$ cat src/rtl/sc_pkg.sv
package sc_pkg;
  typedef enum logic [1:0] {
    ST_IDLE = 2'd0,
    ST_HUNT = 2'd1,
    ST_FILL = 2'd2
  } sc_state_e;

  localparam logic [7:0] SC_START_BYTE = 8'h24;
endpackage

$ cat src/rtl/sc_buf.sv
module sc_buf #(
  parameter int DEPTH  = 128,
  parameter int DATA_W = 8,
  localparam int AW    = $clog2(DEPTH)
) (
  input  logic              clk_i,
  input  logic              rst_ni,
  input  logic              wr_en_i,
  input  logic [AW-1:0]     wr_addr_i,
  input  logic [DATA_W-1:0] wr_data_i,
  input  logic [AW-1:0]     rd_addr_i,
  output logic [DATA_W-1:0] rd_data_o
);
  logic [DATA_W-1:0] mem_q [DEPTH];
  logic [DATA_W-1:0] rd_q;

  always_ff @(posedge clk_i) begin
    if (wr_en_i) mem_q[wr_addr_i] <= wr_data_i;
  end

  always_ff @(posedge clk_i or negedge rst_ni) begin
    if (!rst_ni) rd_q <= '0;
    else         rd_q <= mem_q[rd_addr_i];
  end

  assign rd_data_o = rd_q;
endmodule

$ cat src/rtl/sc_ctrl.sv
module sc_ctrl
  import sc_pkg::*;
#(
  parameter int DEPTH  = 128,
  parameter int DATA_W = 8,
  localparam int AW    = $clog2(DEPTH),
  localparam int CW    = AW + 1
) (
  input  logic              clk_i,
  input  logic              rst_ni,
  input  logic              req_i,
  input  logic              vld_i,
  input  logic              ferr_i,
  input  logic [DATA_W-1:0] data_i,
  input  logic [DATA_W-1:0] end_char_i,
  output logic              we_o,
  output logic [AW-1:0]     waddr_o,
  output logic              done_o,
  output logic [CW-1:0]     len_o,
  output logic              ovf_o
);
  sc_state_e   state_q;
  logic [AW-1:0] idx_q;
  logic [CW-1:0] len_q;
  logic          ovf_q, done_q;

  logic clean, take, hit_end, at_last;

  always_comb begin
    clean   = vld_i && !ferr_i;
    take    = clean && ((state_q == ST_FILL) ||
              (state_q == ST_HUNT && data_i == DATA_W'(SC_START_BYTE)));
    waddr_o = (state_q == ST_HUNT) ? '0 : idx_q;
    we_o    = take;
    hit_end = (data_i == end_char_i);
    at_last = (waddr_o == AW'(DEPTH - 1));
  end

  always_ff @(posedge clk_i or negedge rst_ni) begin
    if (!rst_ni) begin
      state_q <= ST_IDLE;
      idx_q   <= '0;
      len_q   <= '0;
      ovf_q   <= 1'b0;
      done_q  <= 1'b0;
    end else begin
      done_q <= 1'b0;
      unique case (state_q)
        ST_IDLE: if (req_i) begin
          state_q <= ST_HUNT;
          idx_q   <= '0;
          len_q   <= '0;
          ovf_q   <= 1'b0;
        end
        ST_HUNT: if (take) begin
          if (hit_end) begin
            state_q <= ST_IDLE;
            done_q  <= 1'b1;
            len_q   <= CW'(1);
          end else begin
            state_q <= ST_FILL;
            idx_q   <= AW'(1);
          end
        end
        ST_FILL: begin
          if (vld_i && ferr_i) begin
            state_q <= ST_HUNT;   // abandon partial sentence
            idx_q   <= '0;
          end else if (take) begin
            if (hit_end) begin
              state_q <= ST_IDLE;
              done_q  <= 1'b1;
              len_q   <= {1'b0, idx_q} + CW'(1);
            end else if (at_last) begin
              state_q <= ST_IDLE;
              done_q  <= 1'b1;
              len_q   <= CW'(DEPTH);
              ovf_q   <= 1'b1;
            end else begin
              idx_q <= idx_q + AW'(1);
            end
          end
        end
        default: state_q <= ST_IDLE;
      endcase
    end
  end

  assign done_o = done_q;
  assign len_o  = len_q;
  assign ovf_o  = ovf_q;

  p_hunt_drop_r1: assert property (@(posedge clk_i) disable iff (!rst_ni)
    (state_q == ST_HUNT && vld_i && data_i != DATA_W'(SC_START_BYTE)) |=>
      (state_q == ST_HUNT && !done_q))
    else $error("hunt left on non-start byte");

  p_fill_step_r2: assert property (@(posedge clk_i) disable iff (!rst_ni)
    (state_q == ST_FILL && take && !hit_end && !at_last) |=>
      (state_q == ST_FILL && idx_q == $past(idx_q) + AW'(1)))
    else $error("fill index did not advance");

  p_abort_r6: assert property (@(posedge clk_i) disable iff (!rst_ni)
    (state_q == ST_FILL && vld_i && ferr_i) |=>
      (state_q == ST_HUNT && idx_q == '0 && !done_q))
    else $error("framing error did not abort");

  p_req_clear_r7: assert property (@(posedge clk_i) disable iff (!rst_ni)
    (state_q == ST_IDLE && req_i) |=> (len_q == '0 && !ovf_q && state_q == ST_HUNT))
    else $error("request did not clear");

  p_req_ignored_r7: assert property (@(posedge clk_i) disable iff (!rst_ni)
    (state_q != ST_IDLE && req_i && !vld_i) |=> $stable(state_q))
    else $error("request disturbed capture");

  p_len_hold_r5: assert property (@(posedge clk_i) disable iff (!rst_ni)
    !(state_q == ST_IDLE && req_i) |=> (done_q || $stable(len_q)))
    else $error("len changed without done");
endmodule

$ cat src/rtl/sentence_capture.sv
module sentence_capture #(
  parameter int DEPTH  = 128,
  parameter int DATA_W = 8,
  localparam int AW    = $clog2(DEPTH),
  localparam int CW    = AW + 1
) (
  input  logic              clk_i,
  input  logic              rst_ni,
  input  logic              req_i,
  input  logic [DATA_W-1:0] rx_data_i,
  input  logic              rx_vld_i,
  input  logic              rx_ferr_i,
  input  logic [DATA_W-1:0] end_char_i,
  output logic              done_o,
  output logic [CW-1:0]     len_o,
  output logic              ovf_o,
  input  logic [AW-1:0]     rd_addr_i,
  output logic [DATA_W-1:0] rd_data_o
);
  logic          we;
  logic [AW-1:0] waddr;

  sc_ctrl #(.DEPTH(DEPTH), .DATA_W(DATA_W)) u_ctrl (
    .clk_i      (clk_i),
    .rst_ni     (rst_ni),
    .req_i      (req_i),
    .vld_i      (rx_vld_i),
    .ferr_i     (rx_ferr_i),
    .data_i     (rx_data_i),
    .end_char_i (end_char_i),
    .we_o       (we),
    .waddr_o    (waddr),
    .done_o     (done_o),
    .len_o      (len_o),
    .ovf_o      (ovf_o)
  );

  sc_buf #(.DEPTH(DEPTH), .DATA_W(DATA_W)) u_buf (
    .clk_i     (clk_i),
    .rst_ni    (rst_ni),
    .wr_en_i   (we),
    .wr_addr_i (waddr),
    .wr_data_i (rx_data_i),
    .rd_addr_i (rd_addr_i),
    .rd_data_o (rd_data_o)
  );

  p_len_bound_r3: assert property (@(posedge clk_i) disable iff (!rst_ni)
    len_o <= CW'(DEPTH))
    else $error("len beyond depth");

  p_ovf_full_r4: assert property (@(posedge clk_i) disable iff (!rst_ni)
    ovf_o |-> len_o == CW'(DEPTH))
    else $error("overflow without full count");

  p_done_pulse_r5: assert property (@(posedge clk_i) disable iff (!rst_ni)
    done_o |=> !done_o)
    else $error("done longer than one cycle");

  p_done_len_r3: assert property (@(posedge clk_i) disable iff (!rst_ni)
    done_o |-> len_o != '0)
    else $error("done with empty count");
endmodule

$ cat config.mk
export PLATFORM = sky130hd
export DESIGN_NAME = sentence_capture
export DESIGN_NICKNAME = d
export VERILOG_FILES = /design/src/rtl/sc_pkg.sv /design/src/rtl/sc_buf.sv /design/src/rtl/sc_ctrl.sv /design/src/rtl/sentence_capture.sv
export SDC_FILE = /design/constraint.sdc
export NUM_CORES = 1
export LEC_CHECK = 0
export ABC_AREA = 1
export BUFFER_PORTS_ARGS = -buffer_cell sky130_fd_sc_hd__buf_2
export CELL_PAD_IN_SITES_DETAIL_PLACEMENT = 1
export CELL_PAD_IN_SITES_GLOBAL_PLACEMENT = 1
export CORE_AREA = 2 2 355 357
export DETAILED_ROUTE_END_ITERATION = 16
export DIE_AREA = 0 0 357 359
export GPL_TIMING_DRIVEN = 0
export PLACE_DENSITY_LB_ADDON = 0.05
export SETUP_SLACK_MARGIN = 0.4
export SYNTH_ARGS = -nofsm -noshare
export SYNTH_HDL_FRONTEND = slang
export SYNTH_SLANG_ARGS = --single-unit
$ cat constraint.sdc
create_clock -name clk_i -period 3 [get_ports clk_i]
set_input_delay 0.45 -clock clk_i [delete_from_list [all_inputs] [get_ports clk_i]]
set_output_delay 0.45 -clock clk_i [all_outputs]
set_load 0.01 [all_outputs]
After elaboration in Yosys (flattened, before gate mapping)
Memory sizes are Yosys's and may differ from the RTL's. A register that Yosys moved wholly into a read port is not among the register bits.
Index checks and enable logic that the tools add are counted.
{"block": "totals", "regBits": 19, "latchBits": 0, "ramBits": 1024, "rom_bits": 0, "input_bits": 28, "out_inout_bits": 18, "elab_cells": 80, "n_memories": 1}
{"block": "op_classes", "addsub": 2, "multipliers": 0, "n_div": 0, "order_cmp": 0, "n_eq_ne": 18, "shifts": 0, "mux": 40, "bitwise_logic": 0, "n_reduce_logical": 14}
{"name": "u_buf.mem_q", "depth": 128, "width": 8, "rd": 1, "rd_clocked_by_memory_dff": 1, "write_ports": 1, "line": "sc_buf.sv:14", "text": "logic [DATA_W-1:0] mem_q [DEPTH];"}
{"op": "$mux 7", "n": 8}
{"op": "$mux 8", "n": 7}
{"op": "$pmux 8 s3", "n": 1}
{"op": "$pmux 7 s3", "n": 1}
{"op": "$mux 2", "n": 7}
{"op": "$reduce_and 7->1", "n": 2}
{"op": "$mux 1", "n": 13}
{"op": "$add 7x1->8 const B", "n": 1}
{"op": "$eq 8x6->1 const B", "n": 1}
{"op": "$eq 8x8->1", "n": 1}
{"op": "$ne 2x1->1 const B", "n": 4}
{"op": "$ne 2x2->1 const B", "n": 4}
{"op": "$add 7x1->7 const B", "n": 1}
{"op": "$eq 7x7->1 const B", "n": 1}
{"op": "$ne 3x3->1 const B", "n": 2}
{"op": "$pmux 2 s3", "n": 1}
{"op": "$reduce_and 6->1", "n": 1}
{"op": "$logic_and 1x1->1", "n": 4}
{"op": "$ne 4x2->1 const B", "n": 1}
{"op": "$pmux 1 s2", "n": 2}
{"op": "$reduce_and 4->1", "n": 1}
{"op": "$ne 3x1->1 const B", "n": 1}
{"op": "$ne 3x2->1 const B", "n": 1}
{"op": "$reduce_bool 3->1", "n": 1}
{"op": "other kinds (6)", "n": 7}

Depth between registers and ports, before layout
Gate-level depths: netlist (run 1).
{"block": "depth", "depth_word": 8, "depth_mapped": 14, "ltp_nobuf": 13}

Modules after synthesis
A second synthesis (run 1) with hierarchy kept.
{"block": "hier_totals", "hier_cells": 3802, "hier_area_um2": 43852.1}
{"module": "sc_buf", "n_inst": 1, "cells_each": 3576, "area_each_um2": 42335.6}
{"module": "sc_ctrl", "n_inst": 1, "cells_each": 226, "area_each_um2": 1516.5}

Least setup slack after synthesis (run 1)
No wires, ideal clock.
{"block": "synth_timing", "path_type": "reg-to-reg", "startpoint": "register u_ctrl.state_q[1]", "endpoint": "memory u_buf.mem_q[32][0], enable pin", "setup_ps": 370, "arrival_time_ps": 1928, "t_required_ps": 2630, "setup_slack_ps": 701, "path_stages_with_launch": 12, "n_path_buf": 1, "path_cell_list": "dfrtp_1 > inv_1 > ha_1 > nand2_1 > nor3_1 > nand3_1 > nand2_1 > nand2_2 > nor3_1 > o21ai_1 > buf_2 > nor2_1"}
{"block": "synth_via", "elab_chain_cells": 6, "elab_cells_between_ends": 8}
{"element": "from (decl)", "line": "sc_ctrl.sv:22", "text": "sc_state_e state_q;"}
{"element": "from (signal assigned)", "line": "sc_ctrl.sv:41", "text": "state_q <= ST_IDLE;"}
{"element": "from (signal assigned)", "line": "sc_ctrl.sv:50", "text": "state_q <= ST_HUNT;"}
{"element": "from (signal assigned)", "line": "sc_ctrl.sv:57", "text": "state_q <= ST_IDLE;"}
{"element": "$eq 2x1->1", "line": "sc_ctrl.sv:32, sc_ctrl.sv:33"}
{"element": "$logic_and 1x1->1", "line": "sc_ctrl.sv:32", "text": "(state_q == ST_HUNT && data_i == DATA_W'(SC_START_BYTE)));"}
{"element": "$logic_or 1x1->1", "line": "sc_ctrl.sv:31", "text": "take = clean && ((state_q == ST_FILL) ||"}
{"element": "$logic_and 1x1->1", "line": "sc_ctrl.sv:31"}
{"element": "$mux 1", "line": "sc_buf.sv:18", "text": "if (wr_en_i) mem_q[wr_addr_i] <= wr_data_i;"}
{"element": "$mux 1 (not written as such)", "line": "sc_buf.sv:18"}
{"element": "to (decl)", "line": "sc_buf.sv:14"}
Several ways; a longest one is shown, not always the timed one.

Final worst setup path (run 1)
{"block": "layout_timing", "startpoint": "register u_ctrl.state_q[0]", "endpoint": "memory u_buf.mem_q[120][4], enable pin"}
The elaborated chain is that of the path after synthesis.

==> impl_metrics.yaml, run 1 <==
drt:
  drc: 0
  ant_nets: 0
  drtPass1Iterations: 5
  via_per_inst: 5.32
  wl_per_cell_um: 30.0
  drtIter0Drc: 2885
  vias: 30692
  wl_um: 173000
timing:
  finalSetupViolCount: 0
  post-route-period-util_pct: 87.6
  rsz0062_at_grt: "true"
  slew_headroom_pct: 29.5
  hold_ws_ns: 0.108
  tightest_slew_ns: 1.06
  hold_violations: 0
  report.final.slew_viol_count: 0
  fmax_ghz: 0.380
  fin_skew_ns: 0.0293
  min_period_ns: 2.63
hold_path:
  hold_end: "u_buf.rd_data_o[2]"
  hold_class: "in -> reg"
  worstHoldStart: "rd_addr_i[6]"
  whs_path_depth: 3
clocking:
  clk_latency_ns: 0.76
  clk_pin_slew_worst_paths_ns: 0.06
  clockBufferDepth: 3
  cts_sinks: 1051
  cts_made_buffers: 120
  cts_tree: "done"
  htreeDepth: 3
  cts_root_buf: "clkbuf_16"
yosys:
  synthesis.nets: 3772
  synth_most_common_cell: "nand2_1"
  async_reset_ff_share_pct: 2.57
  syn_inst: 3739
  yosys.area.top_type: "edfxtp_1"
  seq_area_frac_synth_pct: 72.6
  synth_cell_types: 30
  synth_flop_cell: "edfxtp_1"
  netlist_top_cells_area: "edfxtp_1 71%, nand3_1 11%, nand2_1 11%"
  ys_ff_latch: 1051
  synth_top_area_share_pct: 71.0
  avgSynthCellArea_um2: 11.6
  netlist_area_um2: 43300
  synthTopCellsByCount: "1258 x nand2_1, 1024 x edfxtp_1, 951 x nand3_1"
  yosysWarnings: 0
  synth-edff-count: 1024
die:
  start_util_pct: 34.8
  dieArea_um2: 128000
  rows: 130
  pin_count: 46
  fp.coreArea_um2: 125000
  die_w_um: 357
  die_y_um: 359
global_route:
  grt_max_degree: 87
  track_usage_pct: 26.9
  grt_pass1_wl_um: 240000
  overflow: 0
  antenna_found_initial: 9
  grt_pass1_vias: 30580
worst_setup_path:
  max_stage_delay_ns: 0.62
  end_kind: "flop"
  r2r-end: "u_buf.mem_q[120][4]"
  critPathKind: "reg -> reg"
  slowest_stage: "nor2_2"
  r2r_slack_ns: 0.37
  crit_chain: "ha_4, inv_1, nand2_1, nor2_1, inv_1, nor2_2"
  cp-start-kind: "flop"
  rr_startpoint: "u_ctrl.state_q[0]"
  worst-endpoint-required_ns: 3.39
  reg2reg_depth: 6
  worst-path-max-fanout: 8
  arrival_ns: 3.02
  cpMostUsedCell: "inv_1"
final_layout:
  drive_gt1_share_pct: 17.1
  final_cell_count_no_fill: 5770
  area_growth_pct: 21.5
  multi_input_area_um2: 11700
  ff_latch_area_um2: 31400
  num-nets-final: 4045
  final.fill_count: 13313
power_and_ir_drop:
  power.switching_mw: 8.47
  power.share.sequential_pct: 47.8
  power_leakage_nw: 18.7
  ir_drop_mv: 0.490
  power-per-cell-area_nw_per_um2: 644
  swShare_pct: 25.0
  power_frac_comb_pct: 8.5
  intPower_mw: 25.4
  p_clk_share_pct: 43.7
placed_design:
  place.gp.congestion: 0.906
  dp_hpwl_um: 119000
  portBuffers: 40
  dp.cells: 5439
job:
  drv_cap: 0
status:
  status: "finished, final reports clean"
## per-layer routing
metal / track usage, % / part of all wire, % / wire (µm) / vias to the layer above
met5: 0 / 0.0075 / 13 / -
met4: 10.0 / 3.7 / 6470 / 2
met3: 3.81 / 5.9 / 10100 / 233
met2: 43.3 / 47 / 81800 / 890
met1: 36.8 / 43 / 74700 / 15829
li1: - / - / - / 13738
## worst max-delay path, delay by kind of cell, from the launching register on
kind / cells / cell delay, ns
buffers and inverters: 2 / 0.57
adders and majority gates: 1 / 0.18
DFF: 1 / 0.44
and+or+nand+nor: 3 / 1.10
## final cells by class
type / count / area share, %
timing repair buffer: 151 / 3.83
clock buffer: 154 / 6.23
sequential: 1051 / 59.7
buffer: 234 / 2.56
antenna: 2 / 0.00951
multi-input combinational: 2426 / 22.3
inverter: 28 / 0.209
clock inverter: 74 / 1.22
tap: 1650 / 3.92
## cells by family (layout without fill, tap and decap cells)
| group | after synthesis | in the layout | share of synthesized area [%] |
|---|---|---|---|
| compound gates | 20 | 20 | 0.309 |
| buf+inv | 262 | 641 | 3.12 |
| flops | 1051 | 1051 | 72.6 |
| xor+xnor | 12 | 12 | 0.243 |
| other cells | 0 | 2 | 0 |
| simple gates | 2389 | 2389 | 23.6 |
| fa+ha+maj | 5 | 5 | 0.144 |
## worst max-delay path by stage
stage / depth (start not counted) / startpoint / to / slack, ns
final: 6 / u_ctrl.state_q[0] / u_buf.mem_q[120][4] / 0.37
after global routing: 12 / u_ctrl.state_q[1] / u_buf.mem_q[123][1] / 0.28
after CTS: 7 / u_ctrl.state_q[1] / u_buf.mem_q[120][6] / 0.29
after detailed placement: 10 / rx_data_i[1] / u_buf.mem_q[55][2] / -1.99
after global placement: 9 / rx_data_i[2] / u_buf.mem_q[55][1] / -3.84
after floorplan: 11 / u_ctrl.state_q[1] / u_buf.mem_q[32][0] / 0.70
## through the flow
stage / util [%] / power [mW] / instance area (µm²) / setup WS (ns) / TNS (ns)
2_1_floorplan: - / 17.9 / 43300 / 0.701 / 0
3_3_place_gp: 36.6 / 19.3 / 45600 / -3.84 / -3753.80
3_5_place_dp: 36.8 / 19.3 / 45900 / -1.99 / -1249.18
4_1_cts: 41.9 / 34.1 / 52200 / 0.288 / 0
5_1_grt: 42.2 / 34.9 / 52600 / 0.278 / 0
6_report: 42.2 / 33.9 / 52600 / 0.372 / 0
## what timing repair did
action                                  4_1_cts  5_1_grt
cloned                                        1        2
pin swaps                                    44       26
endpoints found under the setup margin     1024      882
gates resized for setup                     328       25
endpoints found under the hold margin        27        0
hold buffers                                  1        0
setup buffers                                82       15
## sequential cells by signal, indices dropped and copies added, names as in the netlist
register         cells
u_buf.mem_q       1024
u_ctrl.len_o         8
u_ctrl.idx_q         7
u_buf.rd_data_o      8
u_ctrl.ovf_o         1
u_ctrl.done_o        1
u_ctrl.state_q       2
## power by group through the flow
stage / Clock (mW) / Combinational, mW / Sequential [mW]
2_1_floorplan: 0 / 1.38 / 16.5
3_3_place_gp: 0 / 2.75 / 16.5
3_5_place_dp: 0 / 2.81 / 16.5
4_1_cts: 15.0 / 2.87 / 16.2
5_1_grt: 15.6 / 3.11 / 16.2
6_report: 14.8 / 2.88 / 16.2
## placed cells by master, fill, tap and decap left out, types with 3 or more instances in the layout
| master | n |
|---|---|
| nand2_1 | 1241 |
| edfxtp_1 | 1024 |
| nand3_1 | 945 |
| buf_2 | 177 |
| clkbuf_16 | 127 |
| nor2_4 | 126 |
| buf_4 | 72 |
| buf_12 | 59 |
| clkbuf_1 | 47 |
| clkinv_1 | 38 |
| dfrtp_1 | 26 |
| inv_1 | 24 |
| nor2_1 | 22 |
| buf_6 | 21 |
| clkinv_2 | 17 |
| buf_1 | 16 |
| nor2_2 | 13 |
| nand2_2 | 12 |
| nand2_4 | 11 |
| xnor2_1 | 10 |
| o21ai_2 | 10 |
| buf_16 | 10 |
| bufinv_16 | 10 |
| o21ai_0 | 7 |
| nand3_4 | 6 |
| or2_2 | 4 |
| clkbuf_8 | 4 |
| inv_2 | 3 |
| nor3_4 | 3 |
| clkbuf_2 | 3 |
| ha_1 | 3 |
Power figures use the tool's default switching activity.
==> run 2, diff against run 1 <==
--- a/config.mk
+++ b/config.mk
@@ -9,9 +9,9 @@
 export BUFFER_PORTS_ARGS = -buffer_cell sky130_fd_sc_hd__buf_2
 export CELL_PAD_IN_SITES_DETAIL_PLACEMENT = 1
 export CELL_PAD_IN_SITES_GLOBAL_PLACEMENT = 1
-export CORE_AREA = 2 2 355 357
+export CORE_AREA = 2 2 298 300
 export DETAILED_ROUTE_END_ITERATION = 16
-export DIE_AREA = 0 0 357 359
+export DIE_AREA = 0 0 300 302
 export GPL_TIMING_DRIVEN = 0
 export PLACE_DENSITY_LB_ADDON = 0.05
 export SETUP_SLACK_MARGIN = 0.4
==> impl_metrics.yaml, run 2 (same netlist as run 1, synthesis figures left out) <==
status:
  status: "finished, final reports clean"
timing:
  min_period_ns: 2.73
  fmax_ghz: 0.366
  slew_headroom_pct: 34.2
  finalSetupTns_ns: 0
  finalSetupViolCount: 0
  rsz0062_at_grt: "true"
  report.final.slew_viol_count: 0
  hold_violations: 0
  fin_skew_ns: 0.0256
  post-route-period-util_pct: 91.0
  hold_ws_ns: 0.145
  tightest_slew_ns: 0.987
final_layout:
  max_flop_register: "u_buf.mem_q"
  stdcell_area_um2: 52300
  area_growth_pct: 20.7
  final_cell_mix: "1241 x nand2_1, 1024 x edfxtp_1, 945 x nand3_1"
  final_cell_count_no_fill: 5302
  num-nets-final: 4074
  final_common_cell: "nand2_1"
  drive_gt1_share_pct: 17.9
  largest_register_ffs: 1024
  fin_util_pct: 59.7
drt:
  wl_per_cell_um: 31.0
  drtIter0Drc: 4025
  drtPass1Iterations: 5
  via_per_inst: 6.14
  ant_nets: 0
  vias: 32556
  wl_um: 164000
  drc: 0
die:
  rows: 109
  fp.coreArea_um2: 87600
  start_util_pct: 49.5
  pin_count: 46
  die_y_um: 302
  die_w_um: 300
  dieArea_um2: 90600
placed_design:
  dp_hpwl_um: 109000
  placed_cell_area_um2: 45300
  portBuffers: 40
  place.gp.congestion: 0.989
  dp.cells: 4953
worst_setup_path:
  crit_chain: "buf_2, clkbuf_1, buf_1, nand3_1, nand2_1, nand2_1, nand3_1, nand2_1, nand2_1, nand2_1"
  critPathKind: "in -> reg"
  max_stage_delay_ns: 0.75
  end_kind: "flop"
  cp-start-kind: "input pin"
  arrival_ns: 3.29
  slowest_stage: "clkbuf_1"
  cpMostUsedCell: "nand2_1"
  worst-endpoint-required_ns: 3.56
  worst-path-max-fanout: 10
hold_path:
  hold_class: "in -> reg"
clocking:
  cts_made_buffers: 110
  clockBufferDepth: 3
  cts_sinks: 1051
  clk_latency_ns: 0.70
  htreeDepth: 3
  clk_pin_slew_worst_paths_ns: 0.06
  cts_root_buf: "clkbuf_16"
  cts_tree: "done"
global_route:
  overflow: 0
  grt_max_degree: 104
  grt_util_met2_pct: 55.7
  busiest_layer: "met2"
  antenna_found_initial: 8
  grt_pass1_vias: 32848
  use_met3_pct: 6.92
  track_usage_pct: 36.1
  grt_pass1_wl_um: 232000
  grt_use_met1_pct: 48.7
power_and_ir_drop:
  power_leakage_nw: 18.8
  p_clk_share_pct: 42.5
  power.switching_mw: 8.10
  swShare_pct: 24.4
  power_frac_comb_pct: 8.7
  power-per-cell-area_nw_per_um2: 635
  intPower_mw: 25.1
  power.share.sequential_pct: 48.8
  ir_drop_mv: 0.806
job:
  drv_cap: 0
==> run 2: cell types whose count changed in the layout (fill, tap and decap cells not counted), moves of 3 or more <==
cell,delta
buf_12,+18
buf_4,+23
bufinv_16,+5
clkbuf_16,-14
clkinv_1,-21
clkinv_2,+9
diode_2,+3
nand2_2,+7
nand2_4,-8
nor2_4,+4
==> run 2: power groups by stage <==
stage                     Combinational, mW  Sequential [mW]  Clock (mW)
after floorplan                        1.38             16.5           0
after CTS                              2.76             16.2        14.1
after detailed placement               2.66             16.5           0
after global routing                   3.06             16.2        14.6
after global placement                 2.51             16.5           0
final                                  2.90             16.2        14.1
==> run 2: cell type report <==
type	instances	area (µm²)
fill	8857	35300
sequential	1051	31400
multi-input combinational	2426	11700
clock buffer	139	2950
timing repair buffer	190	2540
tap	1165	1460
buffer	234	1350
clock inverter	64	696
inverter	28	114
antenna	5	12.5
==> run 2: routing by layer <==
metal	vias up	wire, µm
met2	1877	74900
met1	16475	62900
met4	2	9640
met5	-	13
met3	428	17000
li1	13774	-
==> run 2: timing repair <==
| action | CTS | global route |
|---|---|---|
| hold buffers | 1 | 0 |
| pin swaps | 62 | 21 |
| gates cloned | 2 | 1 |
| setup buffers | 112 | 25 |
| hold endpoints to repair | 27 | 0 |
| gates resized for setup | 326 | 27 |
| endpoints found under the setup margin | 1041 | 964 |
==> run 2: critical path: cells and delay by family <==
family	cells	cell delay, ns
buffers and inverters	3	1.62
and+or+nand+nor	7	1.20
==> run 2: final timing paths <==
check | startpoint | end | slack [ns] | depth (start not counted)
worst max-delay path | rd_addr_i[3] | u_buf.rd_data_o[3] | 0.27 | 10
max in group asynchronous | rst_ni | u_ctrl.len_o[3] | 2.20 | 2
worst max register to register | u_ctrl.state_q[0] | u_buf.mem_q[106][4] | 0.36 | 7
worst min register to register | u_ctrl.ovf_o | u_ctrl.ovf_o | 0.49 | 2
worst min-delay path | rd_addr_i[6] | u_buf.rd_data_o[6] | 0.15 | 3
min in group asynchronous | rst_ni | u_buf.rd_data_o[7] | 0.34 | 2
==> run 2: through the flow <==
step                setup slack (ns)  power (mW)
floorplan                      0.701        17.9
global placement               -3.13        19.0
detailed placement             -1.84        19.2
CTS                            0.351        33.0
global route                   0.306        33.9
finish                         0.270        33.2
